===== config.mk =====
export PLATFORM = sky130hd
export DESIGN_NAME = rev_positioner
export DESIGN_NICKNAME = d
export VERILOG_FILES = /design/src/rtl/rp_pkg.sv /design/src/rtl/rp_edge_sync.sv /design/src/rtl/rp_pos_counter.sv /design/src/rtl/rp_settle_timer.sv /design/src/rtl/rp_seq.sv /design/src/rtl/rev_positioner.sv
export SDC_FILE = /design/constraint.sdc
export NUM_CORES = 1
export LEC_CHECK = 0
export BUFFER_PORTS_ARGS = -buffer_cell sky130_fd_sc_hd__buf_4
export CAP_MARGIN = 10
export CELL_PAD_IN_SITES_DETAIL_PLACEMENT = 0
export CELL_PAD_IN_SITES_GLOBAL_PLACEMENT = 1
export CORE_MARGIN = 2
export CORE_UTILIZATION = 30
export CTS_BUF_LIST = sky130_fd_sc_hd__clkbuf_2
export DETAILED_ROUTE_END_ITERATION = 7
export PLACE_DENSITY_LB_ADDON = 0.2
export REMOVE_ABC_BUFFERS = 1
export SLEW_MARGIN = 20
export SYNTH_ARGS = -nofsm -noshare
export SYNTH_HDL_FRONTEND = slang
export SYNTH_SLANG_ARGS = --single-unit

===== constraint.sdc =====
create_clock -name clk_i -period 7.5 [get_ports clk_i]
set_clock_uncertainty 0.1 [all_clocks]
set_input_delay 0.75 -clock clk_i [delete_from_list [all_inputs] [get_ports clk_i]]
set_output_delay 0.75 -clock clk_i [all_outputs]
set_load 0.01 [all_outputs]

===== src/rtl/rp_pkg.sv =====
package rp_pkg;
  typedef enum logic [1:0] {
    ST_IDLE   = 2'd0,
    ST_EVAL   = 2'd1,
    ST_RUN    = 2'd2,
    ST_SETTLE = 2'd3
  } st_e;

  typedef enum logic {
    DIR_FWD = 1'b0,
    DIR_REV = 1'b1
  } dir_e;
endpackage


===== src/rtl/rp_edge_sync.sv =====
module rp_edge_sync #(
  parameter int N      = 2,
  parameter int STAGES = 2
) (
  input  logic         clk_i,
  input  logic         rst_ni,
  input  logic [N-1:0] async_i,
  output logic [N-1:0] rise_o
);
  for (genvar g = 0; g < N; g++) begin : g_ch
    logic [STAGES:0] chain_q;
    always_ff @(posedge clk_i or negedge rst_ni) begin
      if (!rst_ni) chain_q <= '0;
      else         chain_q <= {chain_q[STAGES-1:0], async_i[g]};
    end
    assign rise_o[g] = chain_q[STAGES-1] & ~chain_q[STAGES];

    // one count per pulse, never two adjacent strobes
    p_single_r4: assert property (@(posedge clk_i) disable iff (!rst_ni)
      rise_o[g] |=> !rise_o[g]);
  end
endmodule


===== src/rtl/rp_pos_counter.sv =====
module rp_pos_counter import rp_pkg::*; #(
  parameter int POS_W = 10,
  parameter int TGT_W = 8,
  parameter int HOME  = 127
) (
  input  logic                    clk_i,
  input  logic                    rst_ni,
  input  logic                    step_i,
  input  dir_e                    dir_i,
  input  logic [TGT_W-1:0]        tgt_i,
  output logic signed [POS_W-1:0] pos_o,
  output logic                    above_o,
  output logic                    below_o
);
  localparam int EXT_W = POS_W - TGT_W;
  localparam logic signed [POS_W-1:0] HOME_V = POS_W'(HOME);

  logic signed [POS_W-1:0] pos_q;
  logic signed [POS_W-1:0] tgt_s;

  assign tgt_s = $signed({{EXT_W{1'b0}}, tgt_i});

  always_ff @(posedge clk_i or negedge rst_ni) begin
    if (!rst_ni)                    pos_q <= HOME_V;
    else if (step_i && dir_i == DIR_FWD) pos_q <= pos_q + POS_W'(1);
    else if (step_i)                pos_q <= pos_q - POS_W'(1);
  end

  assign pos_o   = pos_q;
  assign above_o = pos_q > tgt_s;
  assign below_o = pos_q < tgt_s;

  p_step_fwd_r4: assert property (@(posedge clk_i) disable iff (!rst_ni)
    (step_i && dir_i == DIR_FWD) |=> pos_q == $past(pos_q) + POS_W'(1));
  p_step_rev_r4: assert property (@(posedge clk_i) disable iff (!rst_ni)
    (step_i && dir_i == DIR_REV) |=> pos_q == $past(pos_q) - POS_W'(1));
  p_hold_r4: assert property (@(posedge clk_i) disable iff (!rst_ni)
    !step_i |=> $stable(pos_q));
endmodule


===== src/rtl/rp_settle_timer.sv =====
module rp_settle_timer #(
  parameter int CNT_W = 16
) (
  input  logic             clk_i,
  input  logic             rst_ni,
  input  logic             load_i,
  input  logic [CNT_W-1:0] val_i,
  output logic             expired_o
);
  logic [CNT_W-1:0] cnt_q;

  always_ff @(posedge clk_i or negedge rst_ni) begin
    if (!rst_ni)           cnt_q <= '0;
    else if (load_i)       cnt_q <= val_i;
    else if (cnt_q != '0)  cnt_q <= cnt_q - CNT_W'(1);
  end

  assign expired_o = (cnt_q == '0);

  // after a load, expiry is not seen before the wait has run
  p_wait_r6: assert property (@(posedge clk_i) disable iff (!rst_ni)
    (load_i && val_i != '0) |=> !expired_o);
endmodule


===== src/rtl/rp_seq.sv =====
module rp_seq import rp_pkg::*; #(
  parameter int TGT_W    = 8,
  parameter int MAX_CORR = 2
) (
  input  logic             clk_i,
  input  logic             rst_ni,
  input  logic             move_rise_i,
  input  logic [TGT_W-1:0] target_i,
  input  logic             above_i,
  input  logic             below_i,
  input  logic             tmr_expired_i,
  output logic             tmr_load_o,
  output logic [TGT_W-1:0] tgt_o,
  output dir_e             dir_o,
  output logic             fwd_o,
  output logic             rev_o,
  output logic             busy_o,
  output logic             done_o,
  output logic             hunt_o
);
  localparam int CORR_W = $clog2(MAX_CORR + 2);
  localparam logic [CORR_W-1:0] CORR_MAX = CORR_W'(MAX_CORR);

  st_e              state_q;
  dir_e             dir_q;
  logic [TGT_W-1:0] tgt_q;
  logic [CORR_W-1:0] corr_q;
  logic             done_q, hunt_q;
  logic             at_tgt, stop_hit;

  assign at_tgt   = !above_i && !below_i;
  // stop on reaching or passing the target in the running direction
  assign stop_hit = (dir_q == DIR_FWD) ? !below_i : !above_i;

  always_ff @(posedge clk_i or negedge rst_ni) begin
    if (!rst_ni) begin
      state_q <= ST_IDLE;
      dir_q   <= DIR_FWD;
      tgt_q   <= '0;
      corr_q  <= '0;
      done_q  <= 1'b0;
      hunt_q  <= 1'b0;
    end else begin
      case (state_q)
        ST_IDLE: if (move_rise_i) begin
          tgt_q   <= target_i;
          corr_q  <= '0;
          done_q  <= 1'b0;
          hunt_q  <= 1'b0;
          state_q <= ST_EVAL;
        end
        ST_EVAL: begin
          if (at_tgt) begin
            done_q  <= 1'b1;
            state_q <= ST_IDLE;
          end else if (corr_q > CORR_MAX) begin
            hunt_q  <= 1'b1;
            state_q <= ST_IDLE;
          end else begin
            dir_q   <= above_i ? DIR_REV : DIR_FWD;
            state_q <= ST_RUN;
          end
        end
        ST_RUN: if (stop_hit) state_q <= ST_SETTLE;
        ST_SETTLE: if (tmr_expired_i) begin
          corr_q  <= corr_q + CORR_W'(1);
          state_q <= ST_EVAL;
        end
        default: state_q <= ST_IDLE;
      endcase
    end
  end

  assign tmr_load_o = (state_q == ST_RUN) && stop_hit;
  assign tgt_o      = tgt_q;
  assign dir_o      = dir_q;
  assign fwd_o      = (state_q == ST_RUN) && (dir_q == DIR_FWD);
  assign rev_o      = (state_q == ST_RUN) && (dir_q == DIR_REV);
  assign busy_o     = (state_q != ST_IDLE);
  assign done_o     = done_q;
  assign hunt_o     = hunt_q;

  p_excl_r7: assert property (@(posedge clk_i) disable iff (!rst_ni)
    !(fwd_o && rev_o));
  p_dead_fr_r7: assert property (@(posedge clk_i) disable iff (!rst_ni)
    fwd_o |=> !rev_o);
  p_dead_rf_r7: assert property (@(posedge clk_i) disable iff (!rst_ni)
    rev_o |=> !fwd_o);
  p_stop_r5: assert property (@(posedge clk_i) disable iff (!rst_ni)
    (state_q == ST_RUN && at_tgt) |=> !fwd_o && !rev_o);
  p_settle_hold_r6: assert property (@(posedge clk_i) disable iff (!rst_ni)
    (state_q == ST_SETTLE && !tmr_expired_i) |=> state_q == ST_SETTLE);
  p_hunt_r8: assert property (@(posedge clk_i) disable iff (!rst_ni)
    $rose(hunt_o) |-> corr_q > CORR_MAX);
  p_idle_quiet_r9: assert property (@(posedge clk_i) disable iff (!rst_ni)
    !busy_o |-> !fwd_o && !rev_o);
  p_flag_excl_r9: assert property (@(posedge clk_i) disable iff (!rst_ni)
    !(done_o && hunt_o));
  p_latch_r2: assert property (@(posedge clk_i) disable iff (!rst_ni)
    busy_o |=> (!busy_o || $stable(tgt_q)));
endmodule


===== src/rtl/rev_positioner.sv =====
module rev_positioner import rp_pkg::*; #(
  parameter int TGT_W       = 8,
  parameter int POS_W       = 10,
  parameter int HOME        = 127,
  parameter int SETTLE_W    = 16,
  parameter int MAX_CORR    = 2,
  parameter int SYNC_STAGES = 2
) (
  input  logic                clk_i,
  input  logic                rst_ni,
  input  logic [TGT_W-1:0]    target_i,
  input  logic                move_i,
  input  logic                index_i,
  input  logic [SETTLE_W-1:0] settle_cycles_i,
  output logic                fwd_o,
  output logic                rev_o,
  output logic                busy_o,
  output logic                done_o,
  output logic                hunt_o,
  output logic [POS_W-1:0]    pos_o
);
  localparam int IDX_MOVE  = 0;
  localparam int IDX_INDEX = 1;

  logic [1:0]              rise;
  logic                    above, below, tmr_load, tmr_expired;
  logic [TGT_W-1:0]        tgt;
  dir_e                    dir;
  logic signed [POS_W-1:0] pos;

  rp_edge_sync #(.N(2), .STAGES(SYNC_STAGES)) u_sync (
    .clk_i   (clk_i),
    .rst_ni  (rst_ni),
    .async_i ({index_i, move_i}),
    .rise_o  (rise)
  );

  rp_pos_counter #(.POS_W(POS_W), .TGT_W(TGT_W), .HOME(HOME)) u_pos (
    .clk_i   (clk_i),
    .rst_ni  (rst_ni),
    .step_i  (rise[IDX_INDEX]),
    .dir_i   (dir),
    .tgt_i   (tgt),
    .pos_o   (pos),
    .above_o (above),
    .below_o (below)
  );

  rp_settle_timer #(.CNT_W(SETTLE_W)) u_tmr (
    .clk_i     (clk_i),
    .rst_ni    (rst_ni),
    .load_i    (tmr_load),
    .val_i     (settle_cycles_i),
    .expired_o (tmr_expired)
  );

  rp_seq #(.TGT_W(TGT_W), .MAX_CORR(MAX_CORR)) u_seq (
    .clk_i         (clk_i),
    .rst_ni        (rst_ni),
    .move_rise_i   (rise[IDX_MOVE]),
    .target_i      (target_i),
    .above_i       (above),
    .below_i       (below),
    .tmr_expired_i (tmr_expired),
    .tmr_load_o    (tmr_load),
    .tgt_o         (tgt),
    .dir_o         (dir),
    .fwd_o         (fwd_o),
    .rev_o         (rev_o),
    .busy_o        (busy_o),
    .done_o        (done_o),
    .hunt_o        (hunt_o)
  );

  assign pos_o = pos;
endmodule


# After elaboration in Yosys (flattened, before gate mapping)
# Cells that the tools add are included.
classes:
  addsub: 4
  mux: 21
  order_cmp: 3
  bitwise: 7
  eq_ne: 9
  n_reduce_logical: 21
ops:
  columns: ["cell", "n"]
  rows:
  - ["$mux W16", 2]
  - ["$mux W10", 2]
  - ["$logic_not A16 Y1", 1]
  - ["$reduce_bool A16 Y1", 1]
  - ["$sub A16 B1 Y16 const B", 1]
  - ["$mux W2", 7]
  - ["$reduce_and A3 Y1", 4]
  - ["$add A10 B2 Y10 const B", 1]
  - ["$gt A10 B9 Y1", 1]
  - ["$lt A10 B9 Y1", 1]
  - ["$reduce_bool A2 Y1", 5]
  - ["$sub A10 B2 Y10 const B", 1]
  - ["$ne A2 B1 Y1 const B", 4]
  - ["$pmux W2 S4", 1]
  - ["$mux W1", 6]
  - ["$logic_and A1 B1 Y1", 5]
  - ["$not A1 Y1", 5]
  - ["$eq A2 B2 Y1 const B", 2]
  - ["$ne A2 B2 Y1 const B", 2]
  - ["$pmux W1 S2", 2]
  - ["$pmux W2 S2", 1]
  - ["$reduce_and A4 Y1", 1]
  - ["$add A2 B1 Y2 const B", 1]
  - ["$and A1 B1 Y1", 2]
  - ["5 further kinds", 6]
word_totals:
  wordCells: 75
  input_bits: 28
  ff_bits: 47
  output_inout_bits: 15

# Depth between registers and ports, before layout
# Gate-level depths: netlist of the first run.
logic_depth:
  ltp_word: 5
  ltp_mapped: 10
  depth_no_buf: 9

# Cells and area by module
# From an unflattened synthesis of the first run, not the netlist that was laid out.
unflattened:
  cells_unflattened: 276
  area_unflattened_um2: 2924.1
modules_own_cells:
  columns: ["module", "cells_each", "area_per_inst_um2", "seq_area_each_um2", "instances"]
  rows:
  - ["rp_settle_timer", 104, 1006.0, 400.4, 1]
  - ["rp_pos_counter", 99, 958.4, 259.0, 1]
  - ["rp_seq", 65, 782.0, 375.4, 1]
  - ["rp_edge_sync", 8, 177.7, 150.1, 1]

# Least setup slack after synthesis of the first run
# Ideal clock, no wire load.
synth_timing:
  kind: "reg-to-reg"
  start: "reg u_sync.g_ch[1].chain_q[2]"
  end: "reg u_pos.pos_q[9] (netlist: u_pos.pos_o[9])"
  n_path_buf: 1
  t_required_ps: 7305
  arrival_ps: 2494
  setup_time_ps: 95
  stages_incl_launch_ff: 11
  path_slack_ps: 4811
  synth_period_minus_slack_ps: 2689
  cell_sequence: "dfrtp_1 > nand2b_1 > clkbuf_1 > nand2b_1 > ha_1 > a21o_1 > a221o_1 > a31oi_1 > o21bai_1 > xnor2_1 > o31ai_1"
synth_via:
  elab_chain_len: 4
  elab_cells_between_ends: 5
  cone_classes: "mux: 1; bitwise: 2; reduce/logical: 2"
synth_lines:
  columns: ["element", "line_no", "rtl"]
  rows:
  - ["start: declaration", "rp_edge_sync.sv:11", "logic [STAGES:0] chain_q;"]
  - ["start signal: assignment", "rp_edge_sync.sv:14", "else chain_q <= {chain_q[STAGES-1:0], async_i[g]};"]
  - ["$not A1 Y1 (*)", "rp_edge_sync.sv:16", "assign rise_o[g] = chain_q[STAGES-1] & ~chain_q[STAGES];"]
  - ["$and A1 B1 Y1 (*)", "rp_edge_sync.sv:16", null]
  - ["$logic_and A1 B1 Y1", "rp_pos_counter.sv:25", "else if (step_i && dir_i == DIR_FWD) pos_q <= pos_q + POS_W'(1);"]
  - ["$mux W10 or $reduce_bool A2 Y1 (tied branches)", null, null]
  - ["end signal: assignment", "rp_pos_counter.sv:25", null]
  - ["end signal: assignment", "rp_pos_counter.sv:26", "else if (step_i) pos_q <= pos_q - POS_W'(1);"]
  - ["end: declaration", "rp_pos_counter.sv:18", "logic signed [POS_W-1:0] pos_q;"]
# Mark *: on every way between the ends. The rest lies on a longest branch, timed or not.
# A chain may end at the register's enable or synchronous reset.

# Worst setup path after layout of the first run
# Same ends and word-level chain as after synthesis.

==> results.tsv, run 1 <==
stage	metric	value	unit
run_status	status	complete, no violations	
power	Max rail drop VDD	0.0986	mV
sta	Slew HR	0.465	
cts	TritonCTS Buffers	5	
cells_and_area	Finished Core Util	0.363	
detailed_routing	vias	2055	
critical_path	Worst Setup Start Kind	register	
detailed_routing	DRT iter0 DRCs	49	
sta	Worst-Margin Slew	0.796	ns
cts	H-tree Lvls	2	
place	input/output buffers	42	
detailed_routing	Routed WL	6.04	mm
sta	Fin Setup TNS	0	ns
detailed_routing	WL per Instance	13.6	um
critical_path	Required @ worst endpoint	7.73	ns
sta	final setup fails	0	
grt	GRT overflow	0	
cts	Root Buffer	clkbuf_2	
grt	initial antenna violation count	0	
cts	Longest Clk Path Bufs	2	
sta	Final WS setup	4.27	ns
logic_synthesis	mapped cell area	2890	sq um
power	leakage	1.51	nW
logic_synthesis	synth top area cells	dfrtp_1 (35%), ha_1 (10%), dfstp_2 (6.4%)	
logic_synthesis	synthesized area per cell	10.5	sq um
detailed_routing	Pre-antenna DRT Iters	4	
power	power share of the sequential group	0.380	
sta	Min Clock Period, post-route	3.23	ns
critical_path	Crit. End Element	register	
cells_and_area	layout cells sized above 1	0.268	
die	Die Area	10400	sq um
cells_and_area	area added between synthesis and finish	16.7	%
place	RePlAce Congestion	0.815	
die	Starting Density	0.311	
power	Sw Pwr	0.000559	W
grt	first-pass GRT wire length	10.1	mm
grt	number of global-route vias before repair	2076	
sta	Final Hold Viols	0	
cts	post-CTS sizing	0	
sta	Max Freq	310	MHz
logic_synthesis	top cell type's share of synthesized area	0.347	
job	Max Cap Violations	0	
power	pwr dens	391	nW/um^2
die	Core Area	9280	sq um
grt	largest net degree at the start of global routing	48	
cells_and_area	final antenna diode count	0	
cells_and_area	FILL cells	983	
cts	Post-CTS Setup Bufs	0	
power	Clock power frac	0.082	
cts	worst skew pair latency	0.43	ns
cts	hold buffers post-CTS	0	
cells_and_area	Design Area, Final	3370	sq um
logic_synthesis	Yosys reg bits	47	
critical_path	r2r worst-path depth	9	
detailed_routing	vias per cell	4.61	
power	Combinational Power Share	0.538	
place	post-DP HPWL	4.43	mm
logic_synthesis	area leader, netlist	dfrtp_1	
sta	Tcrit/Tclk final	0.431	
place	Placed Area	3320	sq um
critical_path	Worst Setup Path Type	reg2reg	
logic_synthesis	EDFF count, synth	0	
die	die height	102	um
logic_synthesis	share of async-settable or async-resettable flops after synthesis	1.00	
logic_synthesis	share of the yosys chip area belonging to registers	0.411	
critical_path	Crit path arrival time	3.46	ns
detailed_routing	DRC errors left	0	
cells_and_area	Nets	368	
logic_synthesis	prevailing post-synth register cell	dfrtp_1	
power	Int Pwr	0.000757	W
die	die span in x	102	um
sta	WHS	0.190	ns
detailed_routing	ANT nets after route	0	
critical_path	crit-path max FO	21	
min_path	hold crit path type	in2async	
cts	clk slew on worst S/H paths	0.28	ns
logic_synthesis	Mapped Cells	274	
logic_synthesis	Yosys Warn Count	0	
sta	Slew Limit Fails	0	
cts	TritonCTS clock tree	yes	
grt	Global Route Usage Sum	0.124	
cts	Clock Sinks	47	
place	Placement Setup Slack	4.26	ns
die	Rows	35	
power	switching fraction of total power	0.425	
logic_synthesis	Cell variety after synth	50	
die	# IOs	43	
sta	unrepaired setup endpoints after global routing	no	
## worst max-delay path: stages (launching register included)
cell and delay (ns):
dfrtp_1 0.41, nand2b_1 0.45, nand2b_1 0.49, ha_1 0.44
a21o_1 0.23, a221o_1 0.34, a31oi_1 0.26, o21bai_1 0.11
xnor2_1 0.13, o31ai_1 0.20
## cell type report
class / instances / area, sq um / area share
Multi-Input combinational cell: 202 / 1590 / 0.473
Sequential cell: 47 / 1180 / 0.352
Timing Repair Buffer: 42 / 315 / 0.0936
Tap cell: 129 / 161 / 0.0479
Inverter: 18 / 67.6 / 0.0201
Clock buffer: 5 / 25.0 / 0.00743
Clock inverter: 3 / 20.0 / 0.00594
## through the flow
step,cells,power [W]
5_1_grt,446,0.00146
6_report,446,0.00132
3_5_place_dp,438,0.00122
3_3_place_gp,438,0.00122
2_1_floorplan,267,0.00102
4_1_cts,446,0.00134
## metal layers
metal / share of wire / up-vias / track usage / wire length, um
met5: 0 / - / 0 / 0
met4: 0.010 / 0 / 0.0369 / 62
met3: 0.027 / 5 / 0.0233 / 163
met2: 0.45 / 24 / 0.199 / 2720
met1: 0.51 / 971 / 0.170 / 3100
li1: - / 1055 / - / -
## Yosys cell counts, types with 2 or more instances
cell type  number
a21o_1          4
a21oi_1        14
a31oi_1         4
and3_1          2
clkbuf_1        3
dfrtp_1        40
dfstp_2         7
ha_1           23
inv_1          18
mux2_1         11
mux2_2         15
mux2i_1         5
nand2_1        20
nand2b_1        8
nand3_1         3
nor2_1         18
nor3_1          5
nor3_2          3
nor4_4          2
o21ai_0        17
o21ai_1         2
o21bai_1        2
o31ai_1         2
o41ai_1         2
or4_4           3
xnor2_1        12
xor2_1          6
## sequential cells by signal, indices dropped and copies added (netlist names)
name                 count
u_seq.state_q            2
u_sync.g_ch.chain_q      6
u_seq.dir_o              1
u_seq.done_o             1
u_seq.corr_q             2
u_pos.pos_o             10
u_seq.hunt_o             1
u_tmr.cnt_q             16
u_seq.tgt_o              8
## placed cells by master (no fill, tap or decap), types with 2 or more instances in the layout
| cell type | count |
|---|---|
| a21o_1 | 4 |
| o31ai_1 | 2 |
| mux2_1 | 11 |
| o21bai_1 | 2 |
| nand2b_1 | 8 |
| nand2_1 | 20 |
| xor2_1 | 6 |
| nor2_1 | 18 |
| clkbuf_2 | 5 |
| o41ai_1 | 2 |
| o21ai_0 | 17 |
| a31oi_1 | 4 |
| nor3_2 | 3 |
| o21ai_1 | 2 |
| mux2_2 | 15 |
| dfrtp_1 | 40 |
| and3_1 | 2 |
| inv_1 | 18 |
| ha_1 | 23 |
| nor4_4 | 2 |
| mux2i_1 | 5 |
| buf_4 | 42 |
| dfstp_2 | 7 |
| or4_4 | 3 |
| xnor2_1 | 12 |
| nand3_1 | 3 |
| nor3_1 | 5 |
| a21oi_1 | 14 |
## kinds of logic after synthesis
family | count (synthesis) | synth area share
and+or+nand+nor | 74 | 0.155
AOI/OAI and AO/OA | 55 | 0.117
DFF | 47 | 0.411
muxes | 31 | 0.119
buffers and inverters | 25 | 0.0369
adders and majority gates | 24 | 0.107
xor gates and xnor gates | 18 | 0.0546
## power by group through the flow
stage                     sequential [W]  clock (W)  combinational, W
final                           0.000500   0.000108          0.000708
after global routing            0.000523   0.000130          0.000807
after CTS                       0.000505   0.000120          0.000719
after detailed placement        0.000509          0          0.000712
after global placement          0.000509          0          0.000706
after floorplan                 0.000484          0          0.000537
## final timing paths
check | startpoint | endpoint | slack (ns)
max in group asynchronous | rst_ni | u_seq.dir_o$_DFFE_PN0P_ | 6.65
min | rst_ni | u_tmr.cnt_q[11]$_DFFE_PN0P_ | 0.19
min in group clk_i | u_sync.g_ch[1].chain_q[0]$_DFF_PN0_ | u_sync.g_ch[1].chain_q[1]$_DFF_PN0_ | 0.29
max | u_sync.g_ch[1].chain_q[2]$_DFF_PN0_ | u_pos.pos_o[9]$_DFFE_PN0P_ | 4.27
min reg2reg | u_sync.g_ch[1].chain_q[0]$_DFF_PN0_ | u_sync.g_ch[1].chain_q[1]$_DFF_PN0_ | 0.29
max reg2reg | u_sync.g_ch[1].chain_q[2]$_DFF_PN0_ | u_pos.pos_o[9]$_DFFE_PN0P_ | 4.27
Note: power is estimated with default switching activity, not from simulation.
==> run 2: changes to the inputs <==
clock period = 2.9 ns   (was 7.5 ns; I/O delays follow)
==> run 2 against run 1 <==
Sequential cell count stayed put. Clock power grew to 2.6 times the previous value. Setup slack worse by 4.1 ns. Hold slack better by 0.095 ns. Final cell count is 7.2% higher. Final area is 9.1% higher. Combinational power grew to 2.7 times the previous value. Critical path depth stayed put. Routed wire length is 3.5% higher. Total power grew to 2.6 times the previous value. Via count is 7.3% higher. Critical path type unchanged. Critical endpoint unchanged. Largest power group unchanged.
==> results.tsv, run 2 (synthesis gave the netlist of run 1 again) <==
stage	metric	value	unit
cells_and_area	layout cells sized above 1	0.264	
detailed_routing	ANT nets after route	0	
cts	H-tree Lvls	2	
critical_path	r2r setup slk	0.21	ns
critical_path	crit-path max FO	9	
die	# IOs	43	
sta	Slew HR	0.595	
cells_and_area	max reg flops	16	
grt	number of global-route vias before repair	2163	
die	die height	102	um
critical_path	crit-path cells	inv_1 -> nand2b_2 -> ha_1 -> a21o_1 -> a221o_1 -> a31oi_1 -> o21bai_1 -> xnor2_1 -> o31ai_1	
sta	Max Freq	372	MHz
grt	largest net degree at the start of global routing	48	
detailed_routing	wire length on met1	3.19	mm
critical_path	Crit path arrival time	2.93	ns
power	pwr dens	940	nW/um^2
place	RePlAce Congestion	0.819	
critical_path	Crit. End Element	register	
die	Starting Density	0.311	
power	Int Pwr	0.00200	W
die	Die Area	10400	sq um
power	switching fraction of total power	0.421	
run_status	status	complete, no violations	
min_path	hold crit path type	reg2reg	
critical_path	Worst Setup Start Kind	register	
cts	clk slew on worst S/H paths	0.24	ns
grt	Global Route Usage Sum	0.129	
power	Clock power frac	0.080	
sta	Fin Setup TNS	0	ns
cells_and_area	final antenna diode count	0	
detailed_routing	WL per Instance	13.1	um
sta	Tcrit/Tclk final	0.927	
sta	Final Hold Viols	0	
cts	Clock Sinks	47	
sta	WHS	0.285	ns
sta	Min Clock Period, post-route	2.69	ns
critical_path	r2r worst-path depth	9	
cells_and_area	most frequent cells in the layout	buf_4 (47), dfrtp_1 (40), dlygate4sd3_1 (27)	
cts	TritonCTS Buffers	5	
critical_path	Worst Setup Path Type	reg2reg	
cts	TritonCTS clock tree	yes	
cells_and_area	Nets	400	
cts	Longest Clk Path Bufs	2	
power	power share of the sequential group	0.376	
power	Sw Pwr	0.00145	W
critical_path	FF-to-FF End	u_pos.pos_o[9]$_DFFE_PN0P_	
detailed_routing	DRC errors left	0	
cells_and_area	commonest non-fill, non-tap cell in the layout	buf_4	
cts	Root Buffer	clkbuf_2	
grt	initial antenna violation count	0	
critical_path	critical path capture point	u_pos.pos_o[9]$_DFFE_PN0P_	
critical_path	r2r startpoint	u_seq.dir_o$_DFFE_PN0P_	
power	Max rail drop VDD	0.319	mV
sta	unrepaired setup endpoints after global routing	no	
power	leakage	1.65	nW
critical_path	Required @ worst endpoint	3.14	ns
detailed_routing	Met2 Wirelength	2.79	mm
critical_path	CP Buf/Inv Count	1	
cts	worst skew pair latency	0.42	ns
cells_and_area	area added between synthesis and finish	27.4	%
place	input/output buffers	42	
cells_and_area	Finished Core Util	0.396	
grt	first-pass GRT wire length	10.5	mm
critical_path	crit path launch	u_seq.dir_o$_DFFE_PN0P_	
critical_path	Worst path max stage delay	0.52	ns
detailed_routing	Routed WL	6.26	mm
detailed_routing	Routed met3 length	204	um
critical_path	CP max-delay cell	dfrtp_1	
die	Core Area	9280	sq um
detailed_routing	Top Metal Used	met4	
detailed_routing	Pre-antenna DRT Iters	4	
sta	Worst-Margin Slew	0.607	ns
detailed_routing	DRT iter0 DRCs	61	
die	Rows	35	
detailed_routing	vias per cell	4.61	
grt	GRT overflow	0	
power	Combinational Power Share	0.544	
cells_and_area	Reg with most FFs	u_tmr.cnt_q	
critical_path	cell family with most CP delay	compound AO/OA/AOI/OAI gates	
detailed_routing	vias	2204	
sta	final setup fails	0	
job	Max Cap Violations	0	
sta	Slew Limit Fails	0	
place	post-DP HPWL	4.62	mm
critical_path	Levels on crit path	9	
die	die span in x	102	um
==> run 2: cell count changes in the layout (fill, tap and decap cells not counted), sizes merged <==
cell,before,now
dlygate4sd3,0,27
buf,42,47
clkbuf,5,6
clkinv,2,1
==> run 2: how the worst min path moves through the flow <==
stage	slack [ns]	startpoint	depth (start not counted)	endpoint
final	0.28	u_sync.g_ch[1].chain_q[0]$_DFF_PN0_	0	u_sync.g_ch[1].chain_q[1]$_DFF_PN0_
after global routing	0.30	u_sync.g_ch[1].chain_q[0]$_DFF_PN0_	0	u_sync.g_ch[1].chain_q[1]$_DFF_PN0_
after CTS	0.001	target_i[6]	2	u_seq.tgt_o[6]$_DFFE_PN0P_
after detailed placement	0.24	u_sync.g_ch[0].chain_q[0]$_DFF_PN0_	0	u_sync.g_ch[0].chain_q[1]$_DFF_PN0_
after global placement	0.24	u_sync.g_ch[0].chain_q[0]$_DFF_PN0_	0	u_sync.g_ch[0].chain_q[1]$_DFF_PN0_
after floorplan	-0.11	rst_ni	0	u_pos.pos_o[7]$_DFFE_PN0P_
==> run 2: final cells by class <==
class | instances | area [sq um]
multi-input combinational | 202 | 1600
inverter | 18 | 67.6
sequential | 47 | 1180
fill | 983 | 5610
clock inverter | 2 | 12.5
clock buffer | 6 | 30.0
timing repair buffer | 74 | 623
tap | 129 | 161
==> run 2: metal layers <==
| layer | GRT usage | vias up |
|---|---|---|
| met1 | 0.190 | 1049 |
| met2 | 0.195 | 33 |
| met5 | 0 | - |
| met3 | 0.0219 | 5 |
| met4 | 0.0338 | 0 |
| li1 | - | 1117 |
==> run 2: metrics by stage <==
step	setup slack (ns)	area [sq um]	power, W	cells
6_report	0.212	3680	0.00346	478
5_1_grt	0.0434	3680	0.00383	478
4_1_cts	0.0477	3660	0.00352	477
3_5_place_dp	0.0979	3360	0.00319	443
3_3_place_gp	0.196	3360	0.00316	443
2_1_floorplan	0.0884	2850	0.00264	267
==> run 2: what timing repair did <==
action                                  in CTS  in global routing
hold buffers                                26                  1
buffers inserted                             0                  0
resized for setup                            0                  1
hold endpoints to repair                    65                  1
endpoints found under the setup margin       0                  1
==> run 2: power by group through the flow <==
stage          sequential (W)  clock [W]  combinational [W]
2_1_floorplan         0.00125          0            0.00139
3_3_place_gp          0.00132          0            0.00185
3_5_place_dp          0.00132          0            0.00187
4_1_cts               0.00131   0.000300            0.00191
5_1_grt               0.00136   0.000331            0.00214
6_report              0.00130   0.000276            0.00188
